===== src/rtl/boot_image_picker.sv =====
module boot_image_picker #(
  parameter int ADDR_W     = 24,
  parameter int BASE_ADDR  = 'h10000,
  parameter int MAX_IMAGES = 8,
  localparam int CNT_W = $clog2(MAX_IMAGES + 1),
  localparam int IDX_W = $clog2(MAX_IMAGES)
) (
  input  logic              clk,
  input  logic              rst_n,
  input  logic              start,
  input  logic              ovr_en,
  input  logic [IDX_W-1:0]  ovr_idx,
  output logic              rd_req,
  output logic [ADDR_W-1:0] rd_addr,
  input  logic [31:0]       rd_data,
  input  logic              rd_ack,
  output logic              done,
  output logic [ADDR_W-1:0] sel_addr,
  output logic [31:0]       sel_tag,
  output logic [CNT_W-1:0]  img_count,
  output logic              ovr_miss
);
  localparam logic [ADDR_W-1:0] BASE = ADDR_W'(BASE_ADDR);

  typedef enum logic [1:0] {IDLE, RD_TAG, RD_SIZE} st_t;
  st_t st;

  logic [ADDR_W-1:0] hdr, best_addr, hit_addr;
  logic [31:0]       cur_tag, best_tag, hit_tag, fac_tag;
  logic [CNT_W-1:0]  cnt;
  logic              hit, oen_q;
  logic [IDX_W-1:0]  oidx_q;

  wire size_ack = (st == RD_SIZE) && rd_ack;
  wire take     = (cnt == '0) || (cur_tag > best_tag);
  wire hit_now  = oen_q && (CNT_W'(oidx_q) == cnt);
  wire erased   = (rd_data == 32'hFFFF_FFFF) && (cnt != '0);

  wire [CNT_W-1:0]  n_cnt       = size_ack ? cnt + 1'b1 : cnt;
  wire [31:0]       n_best_tag  = (size_ack && take) ? cur_tag : best_tag;
  wire [ADDR_W-1:0] n_best_addr = (size_ack && take) ? hdr : best_addr;
  wire [31:0]       n_fac_tag   = (size_ack && cnt == '0) ? cur_tag : fac_tag;
  wire              n_hit       = hit || (size_ack && hit_now);
  wire [31:0]       n_hit_tag   = (size_ack && hit_now) ? cur_tag : hit_tag;
  wire [ADDR_W-1:0] n_hit_addr  = (size_ack && hit_now) ? hdr : hit_addr;

  wire finish = ((st == RD_TAG) && rd_ack && erased) ||
                (size_ack && n_cnt == CNT_W'(MAX_IMAGES));

  assign rd_req  = (st != IDLE);
  assign rd_addr = (st == RD_SIZE) ? hdr + ADDR_W'(4) : hdr;

  always_ff @(posedge clk) begin
    if (!rst_n) begin
      st <= IDLE; hdr <= '0; cur_tag <= '0; cnt <= '0;
      best_tag <= '0; best_addr <= '0; fac_tag <= '0;
      hit <= 1'b0; hit_tag <= '0; hit_addr <= '0;
      oen_q <= 1'b0; oidx_q <= '0;
      done <= 1'b0; sel_addr <= '0; sel_tag <= '0; img_count <= '0; ovr_miss <= 1'b0;
    end else begin
      done      <= finish;
      cnt       <= n_cnt;
      best_tag  <= n_best_tag;
      best_addr <= n_best_addr;
      fac_tag   <= n_fac_tag;
      hit       <= n_hit;
      hit_tag   <= n_hit_tag;
      hit_addr  <= n_hit_addr;
      case (st)
        IDLE: if (start) begin
          hdr <= BASE; cnt <= '0; hit <= 1'b0;
          oen_q <= ovr_en; oidx_q <= ovr_idx;
          st <= RD_TAG;
        end
        RD_TAG: if (rd_ack) begin
          if (erased) st <= IDLE;
          else begin
            cur_tag <= rd_data;
            st <= RD_SIZE;
          end
        end
        RD_SIZE: if (rd_ack) begin
          hdr <= hdr + ADDR_W'(8) + rd_data[ADDR_W-1:0];
          st  <= finish ? IDLE : RD_TAG;
        end
        default: st <= IDLE;
      endcase
      if (finish) begin
        img_count <= n_cnt;
        ovr_miss  <= oen_q && !n_hit;
        sel_addr  <= oen_q ? (n_hit ? n_hit_addr : BASE) : n_best_addr;
        sel_tag   <= oen_q ? (n_hit ? n_hit_tag : n_fac_tag) : n_best_tag;
      end
    end
  end

  p_req_hold_r10: assert property (@(posedge clk) disable iff (!rst_n)
    rd_req && !rd_ack |=> rd_req && $stable(rd_addr));
  p_done_pulse_r9: assert property (@(posedge clk) disable iff (!rst_n)
    done |=> !done);
  p_count_range_r4: assert property (@(posedge clk) disable iff (!rst_n)
    done |-> img_count >= CNT_W'(1) && img_count <= CNT_W'(MAX_IMAGES));
  p_miss_factory_r8: assert property (@(posedge clk) disable iff (!rst_n)
    done && ovr_miss |-> sel_addr == BASE);
  p_first_read_r1: assert property (@(posedge clk) disable iff (!rst_n)
    $rose(rd_req) |-> rd_addr == BASE);
endmodule


===== config.mk =====
export PLATFORM = sky130hd
export DESIGN_NAME = boot_image_picker
export DESIGN_NICKNAME = d
export VERILOG_FILES = /design/src/rtl/boot_image_picker.sv
export SDC_FILE = /design/constraint.sdc
export NUM_CORES = 1
export LEC_CHECK = 0
export BUFFER_PORTS_ARGS = -buffer_cell sky130_fd_sc_hd__buf_4
export CAP_MARGIN = 20
export CORE_AREA = 4 4 139 207
export DETAILED_ROUTE_END_ITERATION = 8
export DIE_AREA = 0 0 143 211
export PLACE_DENSITY = 0.81
export SLEW_MARGIN = 20
export SYNTH_ARGS = -nofsm -noshare
export SYNTH_HDL_FRONTEND = slang
export SYNTH_SLANG_ARGS = --single-unit
export TNS_END_PERCENT = 30

===== constraint.sdc =====
create_clock -name clk -period 4.7 [get_ports clk]
set_input_delay 0.235 -clock clk [delete_from_list [all_inputs] [get_ports clk]]
set_output_delay 0.235 -clock clk [all_outputs]
set_load 0.05 [all_outputs]

==> flow_summary.ini, run 1 <==
[sta]
setup_total_negative_slack_ns = 0
fin_skew_ns = 0.0131
unrepaired_setup_endpoints_after_global_routing = false
final_hold_fails = 0
relative_slew_slack_pct = 30.0
achievable-frequency_ghz = 0.290
post-route-period-util_pct = 73.4
setup-violations-final = 0
layout_min_cycle_time_ns = 3.45
worst_slew_pin_slew_ns = 1.05
finalMaxSlewViolations = 0

[place]
hpwlAfterDp_um = 24800
io_buffers = 126
routabilityCongestion = 0.939

[cts]
number_of_buffers_created_by_cts = 27
clk_path_buf_depth = 3
cts_setup_buffers = 0
cts.clk_slew.worst_paths_ns = 0.06
cts-htree-levels = 1
tritoncts_num_sinks = 273
cts_tree = yes
clk_root_buffer_cell = sky130_fd_sc_hd__clkbuf_16
clock_insertion_delay_worst_skew_ns = 0.55

[floorplan]
design.core.area_mm2 = 0.0271
initial_core_util_pct = 52.0
die_h_um = 211
die_outline_area_mm2 = 0.0302
chipWidth_um = 143
boundaryPins = 127
rows = 74

[cells_and_area]
seqCellArea_mm2 = 0.00547
area_delta_synth_final_pct = 15.9
multi_input_area_mm2 = 0.00791
layout.filler_cells = 2264
utilization_pct = 60.2
num-nets-final = 1775
antenna_cells = 0
layout-drive-gt1-share_pct = 12.3

[logic_synthesis]
syn-cell-area_mm2 = 0.0141
synth_seq_area_share_pct = 38.8
synth_flop_cell = sky130_fd_sc_hd__dfxtp_1
synthesis.area_per_instance_um2 = 9.01
cells_after_synthesis = 1565
synth.net_count = 1686
synth_warnings = 0
asyncSetResetFlopFracSynth_pct = 0
ys_types = 59
synth-seq-cells = 273
number_of_enable_type_register_cells_in_the_synthesized_netlist = 0

[critical_path]
category_of_the_worst_setup_path_capture_point = flip-flop
critical_path.most_common_cell = sky130_fd_sc_hd__buf_4
timing.critical_path.fanout_max = 34
critical_path_class = flip-flop to flip-flop
timing.critical_path.from_type = flip-flop
timing.critical_path.slowest_stage_cell = sky130_fd_sc_hd__buf_4
critPathRequiredTime_ns = 5.17
worstPathCellList = inv_1 -> ha_1 -> nor3b_1 -> nand2_2 -> buf_4 -> o31ai_1 -> a31o_1 -> buf_4 -> a21oi_4 -> buf_4 -> nand3_1 -> a31oi_1
crit_path_max_incr_delay_ns = 0.54
worst_ep_arrival_time_ns = 3.92

[detailed_routing]
drt_first_iter_violations = 767
firstDrtPassIters = 5
antenna_violating_nets_post_route = 0
wl_per_cell_um = 18.7
route.detailed.drc = 0
routed_wirelength_um = 37600
via_per_inst = 5.96
vias = 12000

[run_status]
status = finished clean

[grt]
wire_length_of_the_first_global_routing_pass_um = 60800
grt_use_total_pct = 24.5
grt_start_max_net_pins = 174
grt_overflow = 0
number_of_global_route_vias_before_repair = 12200
grt_antenna_before_repair = 0

[worst_hold_path]
holdCritPathClass = primary input to flip-flop

[flow_run]
max_cap_violations = 0

[power_and_ir_drop]
p_leak_nw = 7.01
power.density_mw_per_mm2 = 311
power.ir.vdd_worst_mv = 0.226
synthesized netlist by cell type (3+ instances only):
cell type,number,area share (%)
sky130_fd_sc_hd__nor2_1,117,3.1
sky130_fd_sc_hd__buf_2,22,0.78
sky130_fd_sc_hd__o21ai_0,40,1.4
sky130_fd_sc_hd__nor4_1,3,0.13
sky130_fd_sc_hd__a21oi_1,30,1.1
sky130_fd_sc_hd__o211ai_1,4,0.21
sky130_fd_sc_hd__ha_1,80,7.1
sky130_fd_sc_hd__a21boi_0,31,1.7
sky130_fd_sc_hd__o211a_1,4,0.28
sky130_fd_sc_hd__clkbuf_1,76,2.0
sky130_fd_sc_hd__buf_6,10,0.80
sky130_fd_sc_hd__nand4_1,14,0.62
sky130_fd_sc_hd__inv_1,50,1.3
sky130_fd_sc_hd__nor3_1,9,0.32
sky130_fd_sc_hd__nand2_1,103,2.7
sky130_fd_sc_hd__a31oi_1,25,1.1
sky130_fd_sc_hd__o21ai_1,4,0.14
sky130_fd_sc_hd__o21a_1,41,2.2
sky130_fd_sc_hd__or2_2,3,0.13
sky130_fd_sc_hd__o221ai_1,64,4.0
sky130_fd_sc_hd__xor2_1,18,1.1
sky130_fd_sc_hd__or3_1,3,0.13
sky130_fd_sc_hd__nand2b_1,4,0.18
sky130_fd_sc_hd__dfxtp_1,273,39
sky130_fd_sc_hd__and2_1,39,1.7
sky130_fd_sc_hd__xnor2_1,27,1.7
sky130_fd_sc_hd__and4_1,6,0.37
sky130_fd_sc_hd__a21o_1,15,0.80
sky130_fd_sc_hd__o22ai_1,3,0.13
sky130_fd_sc_hd__a22oi_1,13,0.69
sky130_fd_sc_hd__a211oi_1,68,3.6
sky130_fd_sc_hd__nor2b_1,143,6.3
sky130_fd_sc_hd__mux2i_1,118,8.4
sky130_fd_sc_hd__nand3_1,63,2.2
sky130_fd_sc_hd__buf_4,6,0.32
sky130_fd_sc_hd__and3_1,7,0.31
worst paths after layout:
kind / from / end / slack, ns / depth (start not counted)
worst max register to register: cnt[1] / sel_addr[12] / 1.25 / 12
worst min register to register: best_addr[3] / best_addr[3] / 0.46 / 2
worst max-delay path: cnt[1] / sel_addr[12] / 1.25 / 12
worst min-delay path: rd_data[23] / cur_tag[23] / 0.01 / 3
sequential cells by signal, summed over array words and instances (netlist names):
register   count
sel_tag       32
hdr           24
cnt            4
img_count      4
done           1
best_addr     24
oen_q          1
cur_tag       32
oidx_q         3
best_tag      32
sel_addr      24
hit_tag       32
hit_addr      24
hit            1
ovr_miss       1
st             2
fac_tag       32
worst max-delay path: cells and delay by family, from the launching register on:
kind	cells	cell delay (ns)
and+or+nand+nor	3	0.38
adders and majority gates	1	0.18
buffers and inverters	4	1.24
DFF	1	0.42
AOI/OAI and AO/OA	4	1.13
power breakdown:
part           internal, W  switching (W)
Clock              0.00131       0.000917
Sequential         0.00233      0.0000316
Combinational     0.000183       0.000306
logic make-up (layout without fill, tap and decap cells):
family	after synthesis	after routing	synth area share, %
and+or+nand+nor	522	522	18.9
AOI/OAI and AO/OA	360	360	18.6
DFF	273	273	38.8
buffers and inverters	166	273	5.31
muxes	118	118	8.38
adders and majority gates	81	81	7.24
xor gates and xnor gates	45	45	2.80
layout make-up:
class | instances | share of cell area, %
clock inverter | 8 | 0.751
timing repair buffer | 175 | 8.80
tap | 342 | 2.62
multi-input combinational | 1126 | 48.4
sequential | 273 | 33.5
clock buffer | 39 | 4.78
inverter | 51 | 1.17
routing by layer:
metal / vias up / part of all wire [%] / GRT usage (%)
li1: 5738 / - / -
met1: 5849 / 40 / 28.4
met2: 327 / 51 / 44.3
met3: 96 / 4.3 / 2.76
met4: 0 / 4.7 / 11.9
met5: - / 0 / 0
what timing repair did:
item	CTS	global route
hold buffers	25	0
hold endpoints to repair	25	0
gates resized for setup	0	0
metrics by stage:
step | instance area (µm²) | std cells | power [W] | hold slack [ns] | setup WS, ns
floorplan | 14100 | 1565 | 0.00273 | 0.380 | 2.02
global placement | 15200 | 1941 | 0.00287 | 0.451 | 1.40
detailed placement | 15200 | 1941 | 0.00288 | 0.459 | 1.29
CTS | 16300 | 2013 | 0.00510 | 0.000579 | 1.25
global route | 16300 | 2014 | 0.00524 | 0.0157 | 1.01
finish | 16300 | 2014 | 0.00508 | 0.0145 | 1.25
placed cells by master, fill, tap and decap left out, drive strengths merged, types with 3 or more instances in the layout:
| cell type | netlist | routed |
|---|---|---|
| nand2 | 104 | 104 |
| nor4 | 3 | 3 |
| nor3 | 10 | 10 |
| a21oi | 31 | 31 |
| and4 | 6 | 6 |
| dfxtp | 273 | 273 |
| nand4 | 14 | 14 |
| xnor2 | 27 | 27 |
| o221ai | 64 | 64 |
| clkbuf | 76 | 39 |
| or2 | 3 | 3 |
| dlygate4sd3 | 0 | 25 |
| a21o | 15 | 15 |
| inv | 50 | 51 |
| nor2b | 143 | 143 |
| buf | 39 | 150 |
| nand3 | 64 | 64 |
| o22ai | 3 | 3 |
| nor2 | 117 | 117 |
| ha | 80 | 80 |
| a211oi | 68 | 68 |
| a31oi | 25 | 25 |
| bufinv | 0 | 3 |
| and2 | 39 | 39 |
| xor2 | 18 | 18 |
| o211a | 4 | 4 |
| nand2b | 4 | 4 |
| a21boi | 31 | 31 |
| mux2i | 118 | 118 |
| o21ai | 44 | 44 |
| o211ai | 4 | 4 |
| o21a | 41 | 41 |
| or3 | 3 | 3 |
| a22oi | 13 | 13 |
| and3 | 7 | 7 |
| clkinvlp | 0 | 3 |
Note: power is estimated with default switching activity, not from simulation.
==> inputs of run 2 (changes only) <==
Settings changed: ABC_AREA set to 1, CORE_AREA 4 4 139 207 to 4 4 138 207, DIE_AREA 0 0 143 211 to 0 0 142 211, PLACE_DENSITY 0.81 to 0.84.
Clock period 4.7 ns to 3 ns, I/O delays scaled along.
==> run 2 against run 1 <==
Compared with the run above: clock-buffer cell count fell by 6; area after synthesis fell by 0.28%; die area fell by 0.70%; highest routed layer unchanged.
==> flow_summary.ini, run 2 <==
[logic_synthesis]
ys_types = 37
number_of_enable_type_register_cells_in_the_synthesized_netlist = 0
cells_after_synthesis = 2049
synthMuxAreaShare_pct = 0
asyncSetResetFlopFracSynth_pct = 0
yosys.area.top_type = sky130_fd_sc_hd__dfxtp_1
syn-cell-area_mm2 = 0.0141
synth_xor_xnor_area_share_pct = 1.62
yosys.area.top_type_share_pct = 38.9
synth_top_family_by_area = simple AND/OR/NAND/NOR gates
yosys.area_share.simple_pct = 25.4
synth.net_count = 2170
synthMostInstantiatedCell = sky130_fd_sc_hd__nand2_1
synth_seq_area_share_pct = 38.9
synth_flop_cell = sky130_fd_sc_hd__dfxtp_1
synth_area_leaders = sky130_fd_sc_hd__dfxtp_1, sky130_fd_sc_hd__nand2_1, sky130_fd_sc_hd__nor2_1
synth-compound-area-share_pct = 16.1
yosys.area_share.adder_pct = 7.26
synth_warnings = 0
synthesis.area_per_instance_um2 = 6.86
yosys-top-cells-count = sky130_fd_sc_hd__nand2_1, sky130_fd_sc_hd__nor2_1, sky130_fd_sc_hd__dfxtp_1, sky130_fd_sc_hd__inv_1
synth-seq-cells = 273

[place]
hpwlAfterDp_um = 28100
numPlacedInstances = 2444
io_buffers = 126
routabilityCongestion = 0.963

[power_and_ir_drop]
power.ir.vdd_worst_mv = 0.418
p_leak_nw = 7.84
power.density_mw_per_mm2 = 515
p_total_w = 0.00852

[floorplan]
die_h_um = 211
initial_core_util_pct = 52.2
rows = 74
boundaryPins = 127
die_outline_area_mm2 = 0.0300
chipWidth_um = 142
design.core.area_mm2 = 0.0269

[cts]
tritoncts_num_sinks = 273
cts_setup_buffers = 0
number_of_buffers_created_by_cts = 26
clk_path_buf_depth = 3
cts-htree-levels = 1
clk_root_buffer_cell = sky130_fd_sc_hd__clkbuf_16
clock_insertion_delay_worst_skew_ns = 0.56
cts.clk_slew.worst_paths_ns = 0.07
cts_tree = yes

[sta]
relative_slew_slack_pct = 47.0
setup_total_negative_slack_ns = 0
unrepaired_setup_endpoints_after_global_routing = true
worst_slew_pin_slew_ns = 0.795
post-route-period-util_pct = 95.7
achievable-frequency_ghz = 0.348
final_hold_fails = 0
finalMaxSlewViolations = 0
fin_skew_ns = 0.0233
layout_min_cycle_time_ns = 2.87
setup-violations-final = 0

[critical_path]
category_of_the_worst_setup_path_capture_point = output pin
worst_ep_arrival_time_ns = 2.72
timing.critical_path.fanout_max = 4
timing.critical_path.from_type = flip-flop
critical_path_class = flip-flop to output pin
critPathRequiredTime_ns = 2.85

[grt]
wire_length_of_the_first_global_routing_pass_um = 66800
grt_antenna_before_repair = 0
grt_start_max_net_pins = 67
grt_overflow = 0
grt_use_total_pct = 27.2
number_of_global_route_vias_before_repair = 13600

[flow_run]
max_cap_violations = 0

[cells_and_area]
num-nets-final = 2284
leading_cell_type_in_the_layout_fill_and_taps_excluded = sky130_fd_sc_hd__nand2_1
layoutNonFillerInstCount = 2524
layout-drive-gt1-share_pct = 10.9
final_cell_mix = sky130_fd_sc_hd__nand2_1, sky130_fd_sc_hd__nor2_1, sky130_fd_sc_hd__dfxtp_1
utilization_pct = 61.4
area_delta_synth_final_pct = 17.8
layout.filler_cells = 2306
antenna_cells = 0

[detailed_routing]
via_per_inst = 5.59
antenna_violating_nets_post_route = 0
firstDrtPassIters = 6
vias = 14100
drt_first_iter_violations = 1187
route.detailed.drc = 0
routed_wirelength_um = 42000
wl_per_cell_um = 16.7

[run_status]
status = finished clean

[worst_hold_path]
holdCritPathClass = primary input to flip-flop
## run 2: cell types whose count changed in the layout (fill, tap and decap cells not counted), moves of 31 or more
| cell | delta |
|---|---|
| sky130_fd_sc_hd__a211oi_1 | -63 |
| sky130_fd_sc_hd__a21boi_0 | -31 |
| sky130_fd_sc_hd__a21oi_1 | +161 |
| sky130_fd_sc_hd__and2_1 | -39 |
| sky130_fd_sc_hd__inv_1 | +220 |
| sky130_fd_sc_hd__mux2i_1 | -118 |
| sky130_fd_sc_hd__nand2_1 | +244 |
| sky130_fd_sc_hd__nand3_1 | +82 |
| sky130_fd_sc_hd__nor2_1 | +173 |
| sky130_fd_sc_hd__nor2b_1 | -143 |
| sky130_fd_sc_hd__o21a_1 | -35 |
| sky130_fd_sc_hd__o21ai_0 | +151 |
| sky130_fd_sc_hd__o221ai_1 | -64 |
## run 2: layout make-up
type	instances	area [µm²]	area share (%)
clock buffer	33	737	4.45
sequential	273	5470	33.0
clock inverter	14	213	1.29
tap	342	428	2.59
inverter	276	1040	6.27
multi-input combinational	1395	7100	42.9
timing repair buffer	191	1570	9.46
## run 2: per-layer routing
metal | wire length (µm) | up-vias | part of all wire [%] | track usage [%]
li1 | - | 6814 | - | -
met1 | 15700 | 6505 | 37 | 31.8
met2 | 20200 | 622 | 48 | 46.1
met3 | 2890 | 173 | 6.9 | 3.15
met4 | 3240 | 0 | 7.7 | 19.0
met5 | 0 | - | 0 | 0
## run 2: cells by family (layout without fill, tap and decap cells)
logic type               after synthesis  after routing
adder cells (fa/ha/maj)               81             81
XOR/XNOR                              26             26
AND/OR/NAND/NOR                      851            851
AO/OA/AOI/OAI                        437            437
buffers and inverters                381            514
flip-flops                           273            273
## run 2: metrics by stage
| stage | instance area (µm²) | hold WS [ns] | worst slack, ns |
|---|---|---|---|
| 3_5_place_dp | 15300 | 0.447 | 0.485 |
| 3_3_place_gp | 15300 | 0.429 | 0.550 |
| 2_1_floorplan | 14100 | 0.317 | 0.718 |
| 5_1_grt | 16600 | 0.0267 | -0.0611 |
| 6_report | 16600 | 0.00742 | 0.128 |
| 4_1_cts | 16500 | 0.00297 | 0.0274 |
## run 2: worst paths after layout
check | slack (ns) | start | cells past startpoint | endpoint
min | 0.007 | rd_data[22] | 3 | cur_tag[22]
min reg2reg | 0.46 | hit | 2 | hit
max | 0.13 | hdr[5] | 10 | rd_addr[18]
max reg2reg | 0.42 | cnt[0] | 10 | sel_tag[29]
## run 2: what timing repair did
item | 4_1_cts | 5_1_grt
hold endpoints to repair | 34 | 0
hold buffers | 33 | 0
gates resized for setup | 0 | 5
setup endpoints to repair | 0 | 4
## run 2: report_power, final
part           switching (W)  total, W  internal (W)  leakage (nW)
logic               0.000724   0.00109      0.000371          5.16
clock network        0.00148   0.00365       0.00217         0.470
registers          0.0000587   0.00378       0.00372          2.21
## run 2: critical path: stages, from the launching register on
cell,delay [ns]
sky130_fd_sc_hd__dfxtp_1,0.41
sky130_fd_sc_hd__nand2_1,0.11
sky130_fd_sc_hd__inv_1,0.11
sky130_fd_sc_hd__nand4_1,0.14
sky130_fd_sc_hd__nor2_1,0.13
sky130_fd_sc_hd__nand4_1,0.18
sky130_fd_sc_hd__nor2_4,0.18
sky130_fd_sc_hd__nand3_1,0.18
sky130_fd_sc_hd__nor2_2,0.18
sky130_fd_sc_hd__xor2_1,0.30
sky130_fd_sc_hd__buf_4,0.26
==> inputs of run 3 (changes only) <==
Settings changed: MAX_ROUTING_LAYER set to met4.
==> run 3 against run 2 <==
Compared with the run above: power down 4.4%; final cell count hardly changed; via count decreased by 0.77%; worst hold slack gained 0.011 ns; design area decreased by 0.68%; critical endpoint is now rd_addr[22]; highest routed layer unchanged.
==> flow_summary.ini, run 3 (synthesis results as in run 2) <==
[grt]
grt_overflow = 0
grt_use_total_pct = 27.8
grt_start_max_net_pins = 67
wire_length_of_the_first_global_routing_pass_um = 66200
grt_antenna_before_repair = 0
number_of_global_route_vias_before_repair = 13600

[floorplan]
rows = 74
boundaryPins = 127
die_outline_area_mm2 = 0.0300
chipWidth_um = 142
initial_core_util_pct = 52.2
die_h_um = 211
design.core.area_mm2 = 0.0269

[sta]
post-route-worst-setup-slack_ns = 0.160
post-route-period-util_pct = 94.7
relative_slew_slack_pct = 47.9
worst_slew_pin_slew_ns = 0.781
achievable-frequency_ghz = 0.352
layout_min_cycle_time_ns = 2.84
setup_total_negative_slack_ns = 0
unrepaired_setup_endpoints_after_global_routing = true
finalMaxSlewViolations = 0
setup-violations-final = 0
fin_skew_ns = 0.0251
final.hold.worst_slack_ns = 0.0184
final_hold_fails = 0

[cts]
clock_insertion_delay_worst_skew_ns = 0.56
clk_path_buf_depth = 3
tritoncts_num_sinks = 273
cts_tree = yes
clk_root_buffer_cell = sky130_fd_sc_hd__clkbuf_16
cts.clk_slew.worst_paths_ns = 0.06
cts-htree-levels = 1
number_of_buffers_created_by_cts = 26

[worst_hold_path]
worst_hold_path_stage_count = 3
holdCritPathClass = primary input to flip-flop

[detailed_routing]
vias = 14000
route.detailed.drc = 0
routed_wirelength_um = 41700
wl_per_cell_um = 16.5
drt_first_iter_violations = 1159
antenna_violating_nets_post_route = 0
firstDrtPassIters = 5
via_per_inst = 5.55

[critical_path]
category_of_the_worst_setup_path_capture_point = output pin
critical_path_class = flip-flop to output pin
critPathRequiredTime_ns = 2.85
timing.critical_path.slowest_stage_cell = sky130_fd_sc_hd__dfxtp_1
reg2regPathDepth = 10
worstPathCellList = nand2_1 -> inv_1 -> nand4_1 -> nor2_1 -> nand4_1 -> nor2_2 -> nand3_1 -> nor2_1 -> nand2_1 -> xor2_1 -> buf_4
timing.critical_path.fanout_max = 4
worst_ep_arrival_time_ns = 2.69
crit_path_max_incr_delay_ns = 0.42
timing.critical_path.from_type = flip-flop

[power_and_ir_drop]
p_leak_nw = 7.78
power.ir.vdd_worst_mv = 0.392
power.density_mw_per_mm2 = 496

[flow_run]
max_cap_violations = 0

[cells_and_area]
layout.filler_cells = 2338
utilization_pct = 61.0
area_delta_synth_final_pct = 17.0
leading_cell_type_in_the_layout_fill_and_taps_excluded = sky130_fd_sc_hd__nand2_1
postLayoutCellArea_mm2 = 0.0164
layout-drive-gt1-share_pct = 10.7
antenna_cells = 0
final_cell_mix = sky130_fd_sc_hd__nand2_1, sky130_fd_sc_hd__nor2_1, sky130_fd_sc_hd__dfxtp_1
num-nets-final = 2283

[place]
io_buffers = 126
routabilityCongestion = 0.992
hpwlAfterDp_um = 27700
postPlaceCellArea_mm2 = 0.0152
pre_cts_ws_ns = 0.495

[run_status]
status = finished clean
[run 3: worst paths after layout]
kind | from | end | slack, ns
worst min register to register | hit | hit | 0.48
worst max-delay path | hdr[5] | rd_addr[22] | 0.16
worst max register to register | st[1] | sel_tag[28] | 0.45
worst min-delay path | rd_data[2] | cur_tag[2] | 0.02
[run 3: through the flow]
step / total power [W] / instances
global placement: 0.00487 / 2443
floorplan: 0.00456 / 2049
finish: 0.00815 / 2522
global route: 0.00845 / 2522
detailed placement: 0.00489 / 2443
CTS: 0.00817 / 2522
[run 3: cell type report]
type                       instances  area (µm²)  share of cell area (%)
clock inverter                     7        56.3                   0.342
sequential                       273        5470                    33.3
clock buffer                      39         790                    4.80
timing repair buffer             190        1560                    9.48
tap                              342         428                    2.60
inverter                         276        1040                    6.32
multi-input combinational       1395        7100                    43.2
[run 3: report_power, final]
part / internal (W) / switching [W]
combinational: 0.000370 / 0.000718
sequential: 0.00372 / 0.0000595
clock: 0.00182 / 0.00146
[run 3: routing by layer]
layer,share of wire (%),track usage [%],up-vias
li1,-,-,6823
met1,37,30.8,6400
met2,49,46.5,626
met3,6.9,3.10,156
met4,7.1,18.9,0
met5,0,-,-
[run 3: repair_timing]
item                       in CTS  in global routing
setup endpoints to repair       0                  5
hold endpoints to repair       34                  0
gates resized for setup         0                  4
buffers inserted                0                  0
hold buffers                   33                  0
[run 3: worst max-delay path: cells and delay by family, from the launching register on]
kind | cells | cell delay, ns
simple gates | 8 | 1.13
flops | 1 | 0.42
buf+inv | 2 | 0.35
xor+xnor | 1 | 0.24
